**src/rtl/spi_crc_pkg.sv**
```systemverilog
// Package: shared widths for the dual serial CRC block.
// Assumes the widest supported CRC is 16 bits and the narrow one is 8 bits.
package spi_crc_pkg;
    localparam int CRC_MAX_W    = 16;
    localparam int CRC_NARROW_W = 8;
endpackage

```
**src/rtl/spi_crc_lane.sv**
```systemverilog
// Module: one bit-serial CRC accumulator.
// What it does: on each bit strobe, shifts the input bit into the accumulator
// using the programmed polynomial, in either the wide or the narrow width.
// Assumptions:
//   - clr has priority over a strobe.
//   - While en is low the value is frozen.
//   - In narrow mode the bits above NARROW_W are forced to zero.
module spi_crc_lane #(
    parameter int W        = spi_crc_pkg::CRC_MAX_W,
    parameter int NARROW_W = spi_crc_pkg::CRC_NARROW_W
) (
    input  logic         clk,
    input  logic         rst_n,
    input  logic         clr,
    input  logic         en,
    input  logic         wide,
    input  logic [W-1:0] poly,
    input  logic         bit_vld,
    input  logic         bit_in,
    output logic [W-1:0] crc
);
    localparam int UPPER_W = W - NARROW_W;

    logic [W-1:0] crc_q;
    logic [W-1:0] step_val;
    logic [W-1:0] poly_eff;
    logic         top_bit;
    logic         fb;

    // Purpose: compute the one-bit update in the selected width.
    always_comb begin
        top_bit  = wide ? crc_q[W-1] : crc_q[NARROW_W-1];
        fb       = bit_in ^ top_bit;
        poly_eff = wide ? poly : {{UPPER_W{1'b0}}, poly[NARROW_W-1:0]};
        step_val = {crc_q[W-2:0], 1'b0} ^ (fb ? poly_eff : '0);
        if (!wide) begin
            step_val[W-1:NARROW_W] = '0;
        end
    end

    // Purpose: accumulator register with reset, clear, freeze and step.
    always_ff @(posedge clk) begin
        if (!rst_n) begin
            crc_q <= '0;
        end else if (clr) begin
            crc_q <= '0;
        end else if (en && bit_vld) begin
            crc_q <= step_val;
        end
    end

    assign crc = crc_q;

    // a clear always leaves zero
    a_r5_clear_zero: assert property (@(posedge clk) disable iff (!rst_n)
        clr |=> (crc_q == '0));
    // frozen while disabled
    a_r6_frozen: assert property (@(posedge clk) disable iff (!rst_n)
        (!en && !clr) |=> $stable(crc_q));
    // narrow step leaves upper bits zero
    a_r4_narrow_upper: assert property (@(posedge clk) disable iff (!rst_n)
        (!wide && en && bit_vld && !clr) |=> (crc_q[W-1:NARROW_W] == '0));
    // no strobe means no change
    a_r2_no_strobe_hold: assert property (@(posedge clk) disable iff (!rst_n)
        (!bit_vld && !clr) |=> $stable(crc_q));
endmodule

```
**src/rtl/spi_crc_check.sv**
```systemverilog
// Module: automatic receive CRC check with a sticky error flag.
// What it does: after the CRC frame, a zero remainder means a good transfer;
// anything else sets the flag.
// Assumptions:
//   - chk_stb arrives at least one cycle after the last receive strobe.
//   - A new mismatch wins over err_clr in the same cycle.
module spi_crc_check #(
    parameter int W = spi_crc_pkg::CRC_MAX_W
) (
    input  logic         clk,
    input  logic         rst_n,
    input  logic         en,
    input  logic         full_duplex,
    input  logic         chk_stb,
    input  logic         err_clr,
    input  logic [W-1:0] rx_crc,
    output logic         crc_err
);
    logic mismatch;
    logic err_q;

    // Purpose: decide whether this check strobe reports a mismatch.
    always_comb begin
        mismatch = full_duplex && en && chk_stb && (rx_crc != '0);
    end

    // Purpose: sticky error flag, set by a mismatch and cleared by software.
    always_ff @(posedge clk) begin
        if (!rst_n) begin
            err_q <= 1'b0;
        end else if (mismatch) begin
            err_q <= 1'b1;
        end else if (err_clr) begin
            err_q <= 1'b0;
        end
    end

    assign crc_err = err_q;

    // a non-zero remainder in full duplex raises the flag
    a_r7_mismatch_sets: assert property (@(posedge clk) disable iff (!rst_n)
        (full_duplex && en && chk_stb && rx_crc != '0) |=> crc_err);
    // the flag is sticky without a clear
    a_r8_sticky: assert property (@(posedge clk) disable iff (!rst_n)
        (crc_err && !err_clr) |=> crc_err);
    // simplex never raises the flag
    a_r9_simplex_quiet: assert property (@(posedge clk) disable iff (!rst_n)
        (!full_duplex && !crc_err) |=> !crc_err);
endmodule

```
**src/rtl/spi_crc_pair.sv**
```systemverilog
// Module: top level holding the transmit and receive CRC lanes and the
// receive check.
// What it does: detects the enable rising edge to clear both lanes, steers
// each bit strobe to its own lane, and reports the automatic check result.
// Assumptions:
//   - Bit strobes already mark the sampling edge chosen by clock polarity
//     and phase.
//   - Bits arrive most significant bit first.
module spi_crc_pair #(
    parameter int W        = spi_crc_pkg::CRC_MAX_W,
    parameter int NARROW_W = spi_crc_pkg::CRC_NARROW_W
) (
    input  logic         clk,
    input  logic         rst_n,
    input  logic         crc_en,
    input  logic         frame16,
    input  logic [W-1:0] poly,
    input  logic         full_duplex,
    input  logic         tx_vld,
    input  logic         tx_bit,
    input  logic         rx_vld,
    input  logic         rx_bit,
    input  logic         chk_stb,
    input  logic         err_clr,
    output logic [W-1:0] tx_crc,
    output logic [W-1:0] rx_crc,
    output logic         crc_err
);
    localparam int LANES = 2;

    logic               en_q;
    logic               clr;
    logic [LANES-1:0]   lane_vld;
    logic [LANES-1:0]   lane_bit;
    logic [W-1:0]       lane_crc [LANES];

    // Purpose: remember last cycle's enable to find its rising edge.
    always_ff @(posedge clk) begin
        if (!rst_n) begin
            en_q <= 1'b0;
        end else begin
            en_q <= crc_en;
        end
    end

    // Purpose: build the clear pulse and the per-lane strobe vectors.
    always_comb begin
        clr      = crc_en && !en_q;
        lane_vld = {rx_vld, tx_vld};
        lane_bit = {rx_bit, tx_bit};
    end

    for (genvar g = 0; g < LANES; g++) begin : g_lane
        spi_crc_lane #(.W(W), .NARROW_W(NARROW_W)) u_lane (
            .clk     (clk),
            .rst_n   (rst_n),
            .clr     (clr),
            .en      (crc_en),
            .wide    (frame16),
            .poly    (poly),
            .bit_vld (lane_vld[g]),
            .bit_in  (lane_bit[g]),
            .crc     (lane_crc[g])
        );
    end

    assign tx_crc = lane_crc[0];
    assign rx_crc = lane_crc[1];

    spi_crc_check #(.W(W)) u_check (
        .clk         (clk),
        .rst_n       (rst_n),
        .en          (crc_en),
        .full_duplex (full_duplex),
        .chk_stb     (chk_stb),
        .err_clr     (err_clr),
        .rx_crc      (rx_crc),
        .crc_err     (crc_err)
    );

    // a transmit-only strobe leaves the receive lane unchanged
    a_r1_rx_isolated: assert property (@(posedge clk) disable iff (!rst_n)
        (tx_vld && !rx_vld && !clr) |=> $stable(rx_crc));
    // a receive-only strobe leaves the transmit lane unchanged
    a_r1_tx_isolated: assert property (@(posedge clk) disable iff (!rst_n)
        (rx_vld && !tx_vld && !clr) |=> $stable(tx_crc));
endmodule

```
**config.mk**
```make
export PLATFORM = sky130hd
export DESIGN_NAME = spi_crc_pair
export DESIGN_NICKNAME = d
export VERILOG_FILES = /design/src/rtl/spi_crc_pkg.sv /design/src/rtl/spi_crc_lane.sv /design/src/rtl/spi_crc_check.sv /design/src/rtl/spi_crc_pair.sv
export SDC_FILE = /design/constraint.sdc
export NUM_CORES = 1
export LEC_CHECK = 0
export ABC_AREA = 1
export BUFFER_PORTS_ARGS = -buffer_cell sky130_fd_sc_hd__clkbuf_2
export CORE_AREA = 2 2 77 79
export CTS_CLUSTER_SIZE = 24
export DETAILED_ROUTE_END_ITERATION = 10
export DIE_AREA = 0 0 79 81
export GPL_TIMING_DRIVEN = 1
export SLEW_MARGIN = 0
export SYNTH_ARGS = -nofsm -noshare
export SYNTH_HDL_FRONTEND = slang
export SYNTH_SLANG_ARGS = --single-unit
```
**constraint.sdc**
```tcl
create_clock -name clk -period 1.05 [get_ports clk]
set_input_delay 0.2625 -clock clk [delete_from_list [all_inputs] [get_ports clk]]
set_output_delay 0.2625 -clock clk [all_outputs]
set_load 0.03 [all_outputs]
```
; After elaboration in Yosys (flattened, before gate mapping)
; Index checks and enable logic that the tools add are counted.
[totals]
register_bits = 34
latch_bits = 0
ramBits = 0
mem_bits_ro = 0
out_inout_bits = 33
elab_cells = 28
memories = 0
[classes]
add_sub_neg = 0
n_mul = 0
n_div = 0
n_lt_le_gt_ge = 0
n_eq_ne = 0
shifts = 0
n_mux = 9
bitwise_logic = 5
reduce_logical = 10
[ops]
columns = op, n
row1 = 2-to-1 mux 16 bit, 3
row2 = XOR 16 bit, 2
row3 = 2-to-1 mux 8 bit, 2
row4 = nonzero test 16 bit, 1
row5 = logical AND 1 bit, 6
row6 = 2-to-1 mux 1 bit, 4
row7 = nonzero test 2 bit, 1
row8 = OR reduction 2 bit, 1
row9 = XOR 1 bit, 2
row10 = zero test 1 bit, 1
row11 = inverter 1 bit, 1

; Longest topological paths before layout
; Gate-level depths: netlist of the first run.
[logic_depth]
depth_word = 5
ltp_mapped = 10

; Cells and area by module
; A second synthesis of the first run with hierarchy kept.
[hier_totals]
cells_unflattened = 329
hier_area_um2 = 2177.1
[by_module_without_submodules]
columns = module, n_inst, cells_per_inst, area_each_um2, seq_area_each_um2
row1 = spi_crc_lane, 2, 151, 1018.5, 320.3
row2 = spi_crc_check, 1, 22, 102.6, 20.0
row3 = spi_crc_pair, 1, 5, 37.5, 20.0

; Least setup slack after synthesis of the first run
; Ideal clock, no wire load.
[synth_path]
path_type = register to register
startpoint = register g_lane[0].u_lane.crc_q[7]
endpoint = register g_lane[0].u_lane.crc_q[2]
setup_ns = 0.109
arrival_time_ns = 1.195
required_time_ns = 0.941
setup_slack_ns = -0.254
stages_incl_launch_ff = 10
path_buffers = 0
cell_sequence = dfxtp_1 nand2_2 nand2_2 nand2_4 nand2_4 inv_4 nand3_1 nand3_1 nand2_1 inv_1
[synth_via]
elab_chain_len = 4
[synth_lines]
columns = element, line
row1 = from (decl), spi_crc_lane.sv:24  ; logic [W-1:0] crc_q;
row2 = from (signal assigned), spi_crc_lane.sv:48  ; crc_q <= step_val;
row3 = 2-to-1 mux 1 bit, spi_crc_lane.sv:32  ; top_bit = wide ? crc_q[W-1] : crc_q[NARROW_W-1];
row4 = XOR 1 bit, spi_crc_lane.sv:33  ; fb = bit_in ^ top_bit;
row5 = 2-to-1 mux 16 bit, spi_crc_lane.sv:35  ; step_val = {crc_q[W-2:0], 1'b0} ^ (fb ? poly_eff : '0);
row6 = XOR 16 bit, spi_crc_lane.sv:35
; Every way passes these cells.
; A chain may end at the register's enable or synchronous reset.

; Worst setup path after layout of the first run
[layout_path]
startpoint = register g_lane[1].u_lane.crc_q[15]
endpoint = register g_lane[1].u_lane.crc_q[12]
[layout_via]
elab_chain_len = 5
[layout_lines]
columns = element, line
row1 = from (decl), spi_crc_lane.sv:24
row2 = from (signal assigned), spi_crc_lane.sv:48
row3 = 2-to-1 mux 1 bit, spi_crc_lane.sv:32
row4 = XOR 1 bit, spi_crc_lane.sv:33
row5 = 2-to-1 mux 16 bit, spi_crc_lane.sv:35
row6 = XOR 16 bit, spi_crc_lane.sv:35
row7 = 2-to-1 mux 8 bit, spi_crc_lane.sv:36  ; if (!wide) begin
; Every way passes these cells.

==> impl_metrics.csv, run 1 <==
group,metric,value,unit
floorplanning,ios,60,
clock_tree,cts_tree,"done",
logic_synthesis,synth.largest_area_cell,"dfxtp_1",
setup_path,cpMaxStageDelayCell,"dfxtp_4",
setup_path,worst_setup_path_start_kind,"register",
setup_path,cp.required,1.27,ns
finish,synthToLayoutAreaGrowth,78.73,%
clock_tree,path_clk_slew,0.07,ns
power,irDropWorstVdd,0.7124,mV
place,io_buffers,59,
logic_synthesis,synthesis.area,2141,um2
logic_synthesis,avgSynthCellArea,6.628,um2
outcome,violations,"negative setup slack",
floorplanning,core_area,5675,um2
logic_synthesis,synth_cell_types,26,
timing,finalSetupViolCount,44,
hold_path,min_from,"poly[0]",
clock_tree,cts_buffers,5,
drt,wl,7.196,mm
clock_tree,cts_sinks,34,
timing,slew_headroom,0.7998,
global_route,grt_max_degree,17,
logic_synthesis,synth_simple_gate_area_frac,0.3928,
setup_path,worst_setup_path_end_kind,"register",
drt,drtIter0Drc,136,
place,place_worst_setup_slack,-0.2839,ns
logic_synthesis,synth_top_area_share,0.3179,
place,dp_cells,478,
logic_synthesis,postSynthRegisterBits,34,
setup_path,cpPeakStageDelay,0.36,ns
timing,rsz0062_at_grt,"yes",
logic_synthesis,synth_xor_area_frac,0,
finish,layout.cells.non_filler,512,
job,cap_viol_max_count,0,
logic_synthesis,synth_top_family_by_area,"simple AND/OR/NAND/NOR gates",
timing,fmax,0.8476,GHz
finish,num_antenna_cells,0,
drt,drc_errors,0,
logic_synthesis,ys_seq_area_frac,0.3179,
logic_synthesis,syn_nets,350,
logic_synthesis,synthTopCellsByArea,"dfxtp_1 (32%), nand3_1 (14%), inv_1 (11%)",
place,place.gp.congestion,0.8630,
logic_synthesis,synth_edf_count,0,
floorplanning,dieArea,6399,um2
clock_tree,clk_latency,0.30,ns
setup_path,crit_buf_inv,1,
outcome,status,"complete, but fails checks",
global_route,grt.total_usage,0.2226,
drt,dr.pass1.iters,4,
clock_tree,root_buffer,"clkbuf_8",
floorplanning,start_util,0.3772,
power,leakage,1.783,nW
timing,finalHoldViolations,0,
place,hpwlAfterDp,4.471,mm
finish,fin_nets,463,
setup_path,arrival,1.40,ns
floorplanning,die_h,81,um
logic_synthesis,yosys_warnings,0,
timing,skew,0.008324,ns
timing,fin_ws,-0.1298,ns
setup_path,crit_type,"register to register",
logic_synthesis,synth_compound_area_frac,0.1163,
global_route,grt_pass1_vias,2491,
floorplanning,die_w,79,um
clock_tree,clockBufferDepth,2,
drt,avgRoutedWirePerCell,14.05,um
global_route,grt_pass1_wl,11.12,mm
timing,tightest_slew,0.2979,ns
setup_path,path_cells,"nand2_4, nand3_4, clkbuf_16, nand4_1, nand3_2, a21oi_2",
logic_synthesis,yosysMostFrequentCell,"inv_1",
finish,drive_above_1_share,0.5400,
logic_synthesis,synth_cells,323,
global_route,antenna_found_initial,0,
timing,min_period,1.180,ns
logic_synthesis,ys.flop_type,"dfxtp_1",
logic_synthesis,synth_commonest_cells,"inv_1 (64), nand2_1 (62), nand3_1 (58)",
hold_path,min_path_type,"input pin to register",
drt,vias,2605,
clock_tree,cts_hold_buffers,0,
clock_tree,cts_max_level,2,
power,power,3.282,mW
timing,maxSlewViolCount,0,
floorplanning,rows,28,
timing,fin_crit_sh,1.124,
logic_synthesis,synthAdderAreaFrac,0,
drt,ant_nets,0,
setup_path,reg2reg_from,"g_lane[1].u_lane.crc[15]",
global_route,grt-ovfl-total,0,
setup_path,cp_top_family,"simple AND/OR/NAND/NOR gates",
setup_path,startpoint,"g_lane[1].u_lane.crc[15]",
setup_path,worstPathMaxFanout,6,
drt,viasPerCell,5.088,
power,power.density,857.8,nW/um2
logic_synthesis,async_reset_ff_frac,0,
logic_synthesis,synthMuxAreaShare,0,
[worst register-to-register path, stage by stage (launching register included)]
cell and delay, ns:
dfxtp_4 0.36, nand2_4 0.08, nand3_4 0.15, clkbuf_16 0.20, nand4_1 0.09, nand3_2 0.08
a21oi_2 0.15
[repair_timing]
action                                  in CTS  in global routing
endpoints found under the setup margin      65                 66
pin swaps                                   24                 15
cloned                                       2                  1
resized for setup                          158                 59
buffers inserted                            23                  3
[per-stage QoR]
step	cell area, um2	hold WS (ns)	utilization	TNS [ns]
2_1_floorplan	2186	0.3746	-	-1.376
3_3_place_gp	2768	0.4585	0.4877	-6.906
3_5_place_dp	2768	0.4709	0.4877	-7.771
4_1_cts	3632	0.1993	0.6400	-3.242
5_1_grt	3826	0.2017	0.6742	-6.288
6_report	3826	0.2088	0.6742	-3.586
[power breakdown]
| part | switching [mW] | internal [mW] |
|---|---|---|
| Combinational | 0.503 | 0.391 |
| Sequential | 0.0372 | 1.30 |
| Clock | 0.517 | 0.530 |
[placed cells by master, fill, tap and decap left out, types with 3 or more instances in the layout]
master	synthesis	routed
clkbuf_2	0	26
nand3_1	58	28
nand4_1	19	19
clkbuf_8	1	6
buf_8	1	33
a21oi_2	0	7
inv_1	64	61
nand2_1	62	59
buf_12	1	6
nand2_4	6	6
nand2_2	4	4
o21ai_2	1	13
a21oi_1	32	25
inv_2	1	4
buf_6	3	9
dfxtp_2	0	20
nand3_2	2	31
nand3_4	2	3
nand2_8	0	4
buf_4	0	39
dfxtp_4	0	13
nor2_1	4	3
[per-layer routing]
metal / vias to the layer above / wire length, um / track usage
met5: - / 0 / 0
met4: 0 / 110 / 0.07586
met3: 12 / 346 / 0.04556
met2: 78 / 3851 / 0.4195
met1: 1230 / 2887 / 0.2490
li1: 1285 / - / -
[registers in the layout, indices dropped and copies added (netlist names)]
name / flops
g_lane.u_lane.crc: 32
en_q: 1
u_check.crc_err: 1
[final timing paths]
kind                            slack [ns]                  endpoint  cells after the start
worst min-delay path                  0.21   g_lane[0].u_lane.crc[0]                      3
worst max register to register       -0.13  g_lane[1].u_lane.crc[12]                      6
worst max-delay path                 -0.13  g_lane[1].u_lane.crc[12]                      6
worst min register to register        0.49           u_check.crc_err                      2
[final cells by class]
cell class / instances / area (um2)
Fill cell: 495 / 1849
Multi-Input combinational cell: 211 / 1419
Timing Repair Buffer: 115 / 1192
Sequential cell: 34 / 754.5
Inverter: 69 / 275.3
Tap cell: 75 / 93.84
Clock buffer: 7 / 86.33
Clock inverter: 1 / 5.005
[cell families (layout without fill, tap and decap cells)]
logic type | count (synthesis) | in the layout
flops | 34 | 34
buf+inv | 79 | 192
simple gates | 161 | 162
compound gates | 49 | 49
Note: power is estimated with default switching activity, not from simulation.
==> run 2, diff against run 1 <==
CORE_AREA = 2 2 71 73   (was 2 2 77 79)
DIE_AREA = 0 0 73 75   (was 0 0 79 81)
PLACE_DENSITY = 0.74   (was unset)
==> run 2 against run 1 <==
  * The flow still finishes with violations (negative setup slack)
  * Setup slack worse by 0.11 ns
  * Register-to-register slack got worse by 0.11 ns
  * Clock power rose by 18%
  * Global-route usage rose by 5.8 points
  * Via count up 9.9%
  * Maximum frequency is 8.5% lower
  * Core utilization increased by 16 points
  * Design area is 1.9% higher
  * Hold slack worse by 0.0085 ns
  * Clock-buffer cell count decreased by 2
  * First-iteration DRC count up 90%
  * Largest power group unchanged
==> impl_metrics.csv, run 2 (synthesis gave the netlist of run 1 again) <==
group,metric,value,unit
power,power.density,905.4,nW/um2
timing,maxSlewViolCount,0,
setup_path,worst_setup_path_start_kind,"register",
clock_tree,cts_max_level,2,
power,p_switching,1.121,mW
setup_path,cp.required,1.24,ns
floorplanning,rows,25,
floorplanning,core_area,4661,um2
floorplanning,die_w,73,um
place,hpwlAfterDp,4.334,mm
clock_tree,clk_latency,0.30,ns
finish,synthToLayoutAreaGrowth,82.17,%
power,irDropWorstVdd,0.7376,mV
global_route,grt_max_degree,21,
drt,drtIter0Drc,259,
place,postPlaceCellArea,2736,um2
setup_path,crit_type,"register to register",
timing,slew_headroom,0.7855,
power,leakage,1.833,nW
drt,ant_nets,0,
place,place_worst_setup_slack,-0.3089,ns
floorplanning,die_h,75,um
finish,drive_above_1_share,0.5749,
clock_tree,root_buffer,"clkbuf_8",
drt,viasPerCell,5.713,
global_route,grt_pass1_wl,12.03,mm
clock_tree,path_clk_slew,0.07,ns
hold_path,min_path_type,"input pin to register",
finish,num_antenna_cells,0,
setup_path,worstPathMaxFanout,8,
place,place.gp.congestion,0.8324,
power,pwr-share-seq,0.381,
setup_path,worst_setup_path_end_kind,"register",
outcome,violations,"negative setup slack",
floorplanning,start_util,0.4593,
floorplanning,ios,60,
job,cap_viol_max_count,0,
global_route,grt-ovfl-total,0,
outcome,status,"complete, but fails checks",
timing,finalSetupViolCount,53,
finish,fin_nets,473,
clock_tree,cts_hold_buffers,0,
drt,vias,2862,
drt,dr.pass1.iters,5,
global_route,grt_pass1_vias,2729,
timing,rsz0062_at_grt,"yes",
finish,largest_reg_flops,32,
global_route,grt.total_usage,0.2810,
finish,post-route-util,0.8368,
timing,finalHoldViolations,0,
clock_tree,clockBufferDepth,2,
timing,fmax,0.7757,GHz
clock_tree,cts_sinks,34,
finish,final_cell_mix,"inv_1 (61), nand2_1 (53), buf_4 (47)",
timing,min_period,1.289,ns
finish,mostFrequentLayoutCell,"inv_1",
timing,fin_ws,-0.2392,ns
drt,wl,8.855,mm
setup_path,arrival,1.48,ns
floorplanning,dieArea,5475,um2
power,clkPwrFrac,0.352,
drt,drc_errors,0,
timing,skew,0.003149,ns
power,combPwrFrac,0.268,
finish,fin_area,3900,um2
place,io_buffers,59,
power,power.internal,2.411,mW
global_route,antenna_found_initial,0,
timing,tightest_slew,0.3210,ns
power,p_sw_frac,0.3173,
clock_tree,cts_buffers,5,
timing,fin_crit_sh,1.228,
clock_tree,cts_tree,"done",
drt,avgRoutedWirePerCell,17.67,um
## run 2: path summary, 6_finish.rpt
| path | startpoint | end | slack, ns | cells after the start |
|---|---|---|---|---|
| max | g_lane[1].u_lane.crc[7] | g_lane[1].u_lane.crc[7] | -0.24 | 9 |
| min reg2reg | u_check.crc_err | u_check.crc_err | 0.49 | 2 |
| max reg2reg | g_lane[1].u_lane.crc[7] | g_lane[1].u_lane.crc[7] | -0.24 | 9 |
| min | err_clr | u_check.crc_err | 0.20 | 3 |
## run 2: what timing repair did
item | 4_1_cts | 5_1_grt
pin swaps | 30 | 18
endpoints found under the setup margin | 65 | 64
gates cloned | 2 | 0
buffers inserted | 25 | 8
gates resized for setup | 153 | 75
## run 2: per-stage QoR
stage               setup TNS (ns)  instances  power [mW]  hold WS, ns
floorplan                   -1.376        323       1.785       0.3746
global placement            -6.445        458       2.009       0.4592
detailed placement          -7.727        458       2.021       0.4652
CTS                         -3.464        493       3.404       0.1969
global route                -6.792        501       3.643       0.2363
finish                      -4.634        501       3.531       0.2003
## run 2: critical path, stage by stage, from the launching register on
cell,delay [ns]
dfxtp_4,0.38
nand2_4,0.08
nand2_4,0.09
nand2_8,0.08
nand2_8,0.12
inv_8,0.06
nand3_1,0.08
nand3_1,0.09
nand2_1,0.13
inv_1,0.07
## run 2: metal layers
layer | vias to the layer above | GRT usage | share of wire
met5 | - | 0 | 0
met4 | 0 | 0.1049 | 0.041
met3 | 42 | 0.05890 | 0.080
met2 | 182 | 0.5005 | 0.50
met1 | 1335 | 0.3325 | 0.38
li1 | 1303 | - | -
## run 2: cell type report
type,count,area [um2]
Clock buffer,5,68.82
Timing Repair Buffer,126,1255
Fill cell,221,760.7
Inverter,69,277.8
Clock inverter,3,43.79
Tap cell,54,67.56
Multi-Input combinational cell,210,1433
Sequential cell,34,754.5
## run 2: power by group through the flow
stage / clock network, mW / registers, mW / logic, mW
after detailed placement: 0 / 1.38 / 0.644
after floorplan: 0 / 1.44 / 0.346
after global placement: 0 / 1.38 / 0.632
after CTS: 1.24 / 1.35 / 0.818
after global routing: 1.30 / 1.35 / 0.999
final: 1.24 / 1.34 / 0.946
==> run 3, diff against run 2 <==
==> constraint.sdc (replaced) <==
create_clock -name clk -period 1.05 [get_ports clk]
set_input_delay 0.2625 -clock clk [delete_from_list [all_inputs] [get_ports clk]]
set_output_delay 0.2625 -clock clk [all_outputs]
set_load 0.05 [all_outputs]
==> run 3 against run 2 <==
  * The run still ends with negative setup slack left
  * Cell count down 1.2%
  * Clock skew is 0.010 ns higher
  * Total power decreased by 5.4%
  * Critical path type unchanged
  * Largest cell class unchanged
  * Largest power group unchanged
==> impl_metrics.csv, run 3 (synthesis gave the netlist of run 1 again) <==
group,metric,value,unit
outcome,status,"complete, but fails checks",
outcome,violations,"negative setup slack",
drt,drtIter0Drc,238,
clock_tree,cts_sinks,34,
global_route,grt_max_degree,20,
finish,num_antenna_cells,0,
global_route,grt.total_usage,0.2965,
timing,min_period,1.249,ns
timing,finalSetupViolCount,58,
job,cap_viol_max_count,0,
finish,largest_reg_flops,32,
setup_path,reg2reg_slack,-0.20,ns
hold_path,holdPathStages,3,
clock_tree,clk_latency,0.30,ns
finish,mostFrequentLayoutCell,"inv_1",
drt,viasPerCell,5.883,
timing,maxSlewViolCount,0,
timing,skew,0.01363,ns
drt,vias,2912,
global_route,antenna_found_initial,0,
drt,dr.pass1.iters,5,
setup_path,path_cells,"nand2_4, nand2_4, nand2_8, nand2_8, inv_8, nand3_2, nand3_1, nand2_1, inv_1",
hold_path,min_from,"err_clr",
clock_tree,cts_max_level,2,
timing,rsz0062_at_grt,"yes",
setup_path,arrival,1.45,ns
floorplanning,dieArea,5475,um2
hold_path,whs_endpoint,"u_check.crc_err",
setup_path,cpMaxStageDelayCell,"dfxtp_4",
setup_path,worst_setup_path_start_kind,"register",
finish,synthToLayoutAreaGrowth,88.08,%
place,place_worst_setup_slack,-0.3109,ns
setup_path,cp.required,1.25,ns
drt,wl,8.949,mm
floorplanning,die_h,75,um
floorplanning,ios,60,
timing,finalHoldWorstSlack,0.2099,ns
timing,setup_tns,-5.554,ns
timing,fin_crit_sh,1.190,
global_route,grt-ovfl-total,0,
floorplanning,start_util,0.4593,
global_route,met2_usage,0.5526,
global_route,grt_pass1_wl,12.49,mm
finish,final_cell_mix,"inv_1 (63), nand2_1 (57), buf_4 (47)",
setup_path,worstPathMaxFanout,8,
power,irDropWorstVdd,0.6332,mV
clock_tree,clockBufferDepth,2,
clock_tree,root_buffer,"clkbuf_8",
global_route,met1_usage,0.3177,
floorplanning,rows,25,
power,power.density,829.5,nW/um2
setup_path,reg2reg_from,"g_lane[1].u_lane.crc[15]",
global_route,grt_pass1_vias,2685,
setup_path,reg2reg_depth,9,
setup_path,worstReg2RegEnd,"g_lane[1].u_lane.crc[5]",
drt,drc_errors,0,
clock_tree,cts_tree,"done",
global_route,top_usage_layer,"met2",
place,io_buffers,59,
place,hpwlAfterDp,4.459,mm
timing,fin_ws,-0.1991,ns
place,place.gp.congestion,0.8518,
finish,drive_above_1_share,0.5624,
power,leakage,1.871,nW
global_route,use_met3,0.06158,
timing,finalHoldViolations,0,
floorplanning,die_w,73,um
clock_tree,cts_hold_buffers,0,
setup_path,worst_setup_path_end_kind,"register",
setup_path,cpPeakStageDelay,0.38,ns
clock_tree,path_clk_slew,0.08,ns
drt,avgRoutedWirePerCell,18.08,um
timing,fmax,0.8006,GHz
floorplanning,core_area,4661,um2
drt,ant_nets,0,
clock_tree,cts_buffers,5,
hold_path,min_path_type,"input pin to register",
timing,slew_headroom,0.8038,
finish,fin_nets,468,
timing,tightest_slew,0.2936,ns
setup_path,crit_type,"register to register",
[run 3: what timing repair did]
action                                  in CTS  in global routing
pin swaps                                   24                 20
buffers inserted                            22                  7
endpoints found under the setup margin      64                 66
cloned                                       2                  0
endpoints found under the hold margin        0                  0
resized for setup                          173                 51
[run 3: worst max path at each step]
stage	startpoint	end	cells past startpoint	slack, ns
2_1_floorplan	g_lane[0].u_lane.crc[15]	g_lane[0].u_lane.crc[7]	9	-0.11
3_3_place_gp	frame16	g_lane[0].u_lane.crc[4]	10	-0.29
3_5_place_dp	frame16	g_lane[1].u_lane.crc[15]	10	-0.31
4_1_cts	g_lane[1].u_lane.crc[7]	rx_crc[7]	2	-0.15
5_1_grt	g_lane[1].u_lane.crc[15]	g_lane[1].u_lane.crc[5]	9	-0.24
6_report	g_lane[1].u_lane.crc[15]	g_lane[1].u_lane.crc[5]	9	-0.20
[run 3: where the power goes]
| group | total, mW | internal [mW] | switching, mW |
|---|---|---|---|
| clock | 0.969 | 0.446 | 0.523 |
| combinational | 1.03 | 0.424 | 0.605 |
| sequential | 1.34 | 1.30 | 0.0424 |
[run 3: per-layer routing]
layer | vias up | part of all wire
met5 | - | 0
met4 | 0 | 0.043
met3 | 57 | 0.072
met2 | 200 | 0.53
met1 | 1366 | 0.36
li1 | 1289 | -
[run 3: area by class of cell]
class	count	area, um2
tap	54	67.56
inverter	69	280.3
fill	216	634.4
clock inverter	2	10.01
multi-input combinational	210	1465
timing repair buffer	121	1373
clock buffer	5	68.82
sequential	34	762.0
[run 3: critical path: cells and delay by family (launching register included)]
kind / cells / cell delay [ns]
flip-flops: 1 / 0.38
buffers and inverters: 2 / 0.11
AND/OR/NAND/NOR: 7 / 0.66
[run 3: through the flow]
stage	utilization	instance area, um2	cells	total power [mW]
global route	0.8639	4026	495	3.465
finish	0.8639	4026	495	3.340
CTS	0.8207	3825	488	3.203
floorplan	-	2193	323	1.833
global placement	0.5863	2733	457	2.067
detailed placement	0.5863	2733	457	2.078
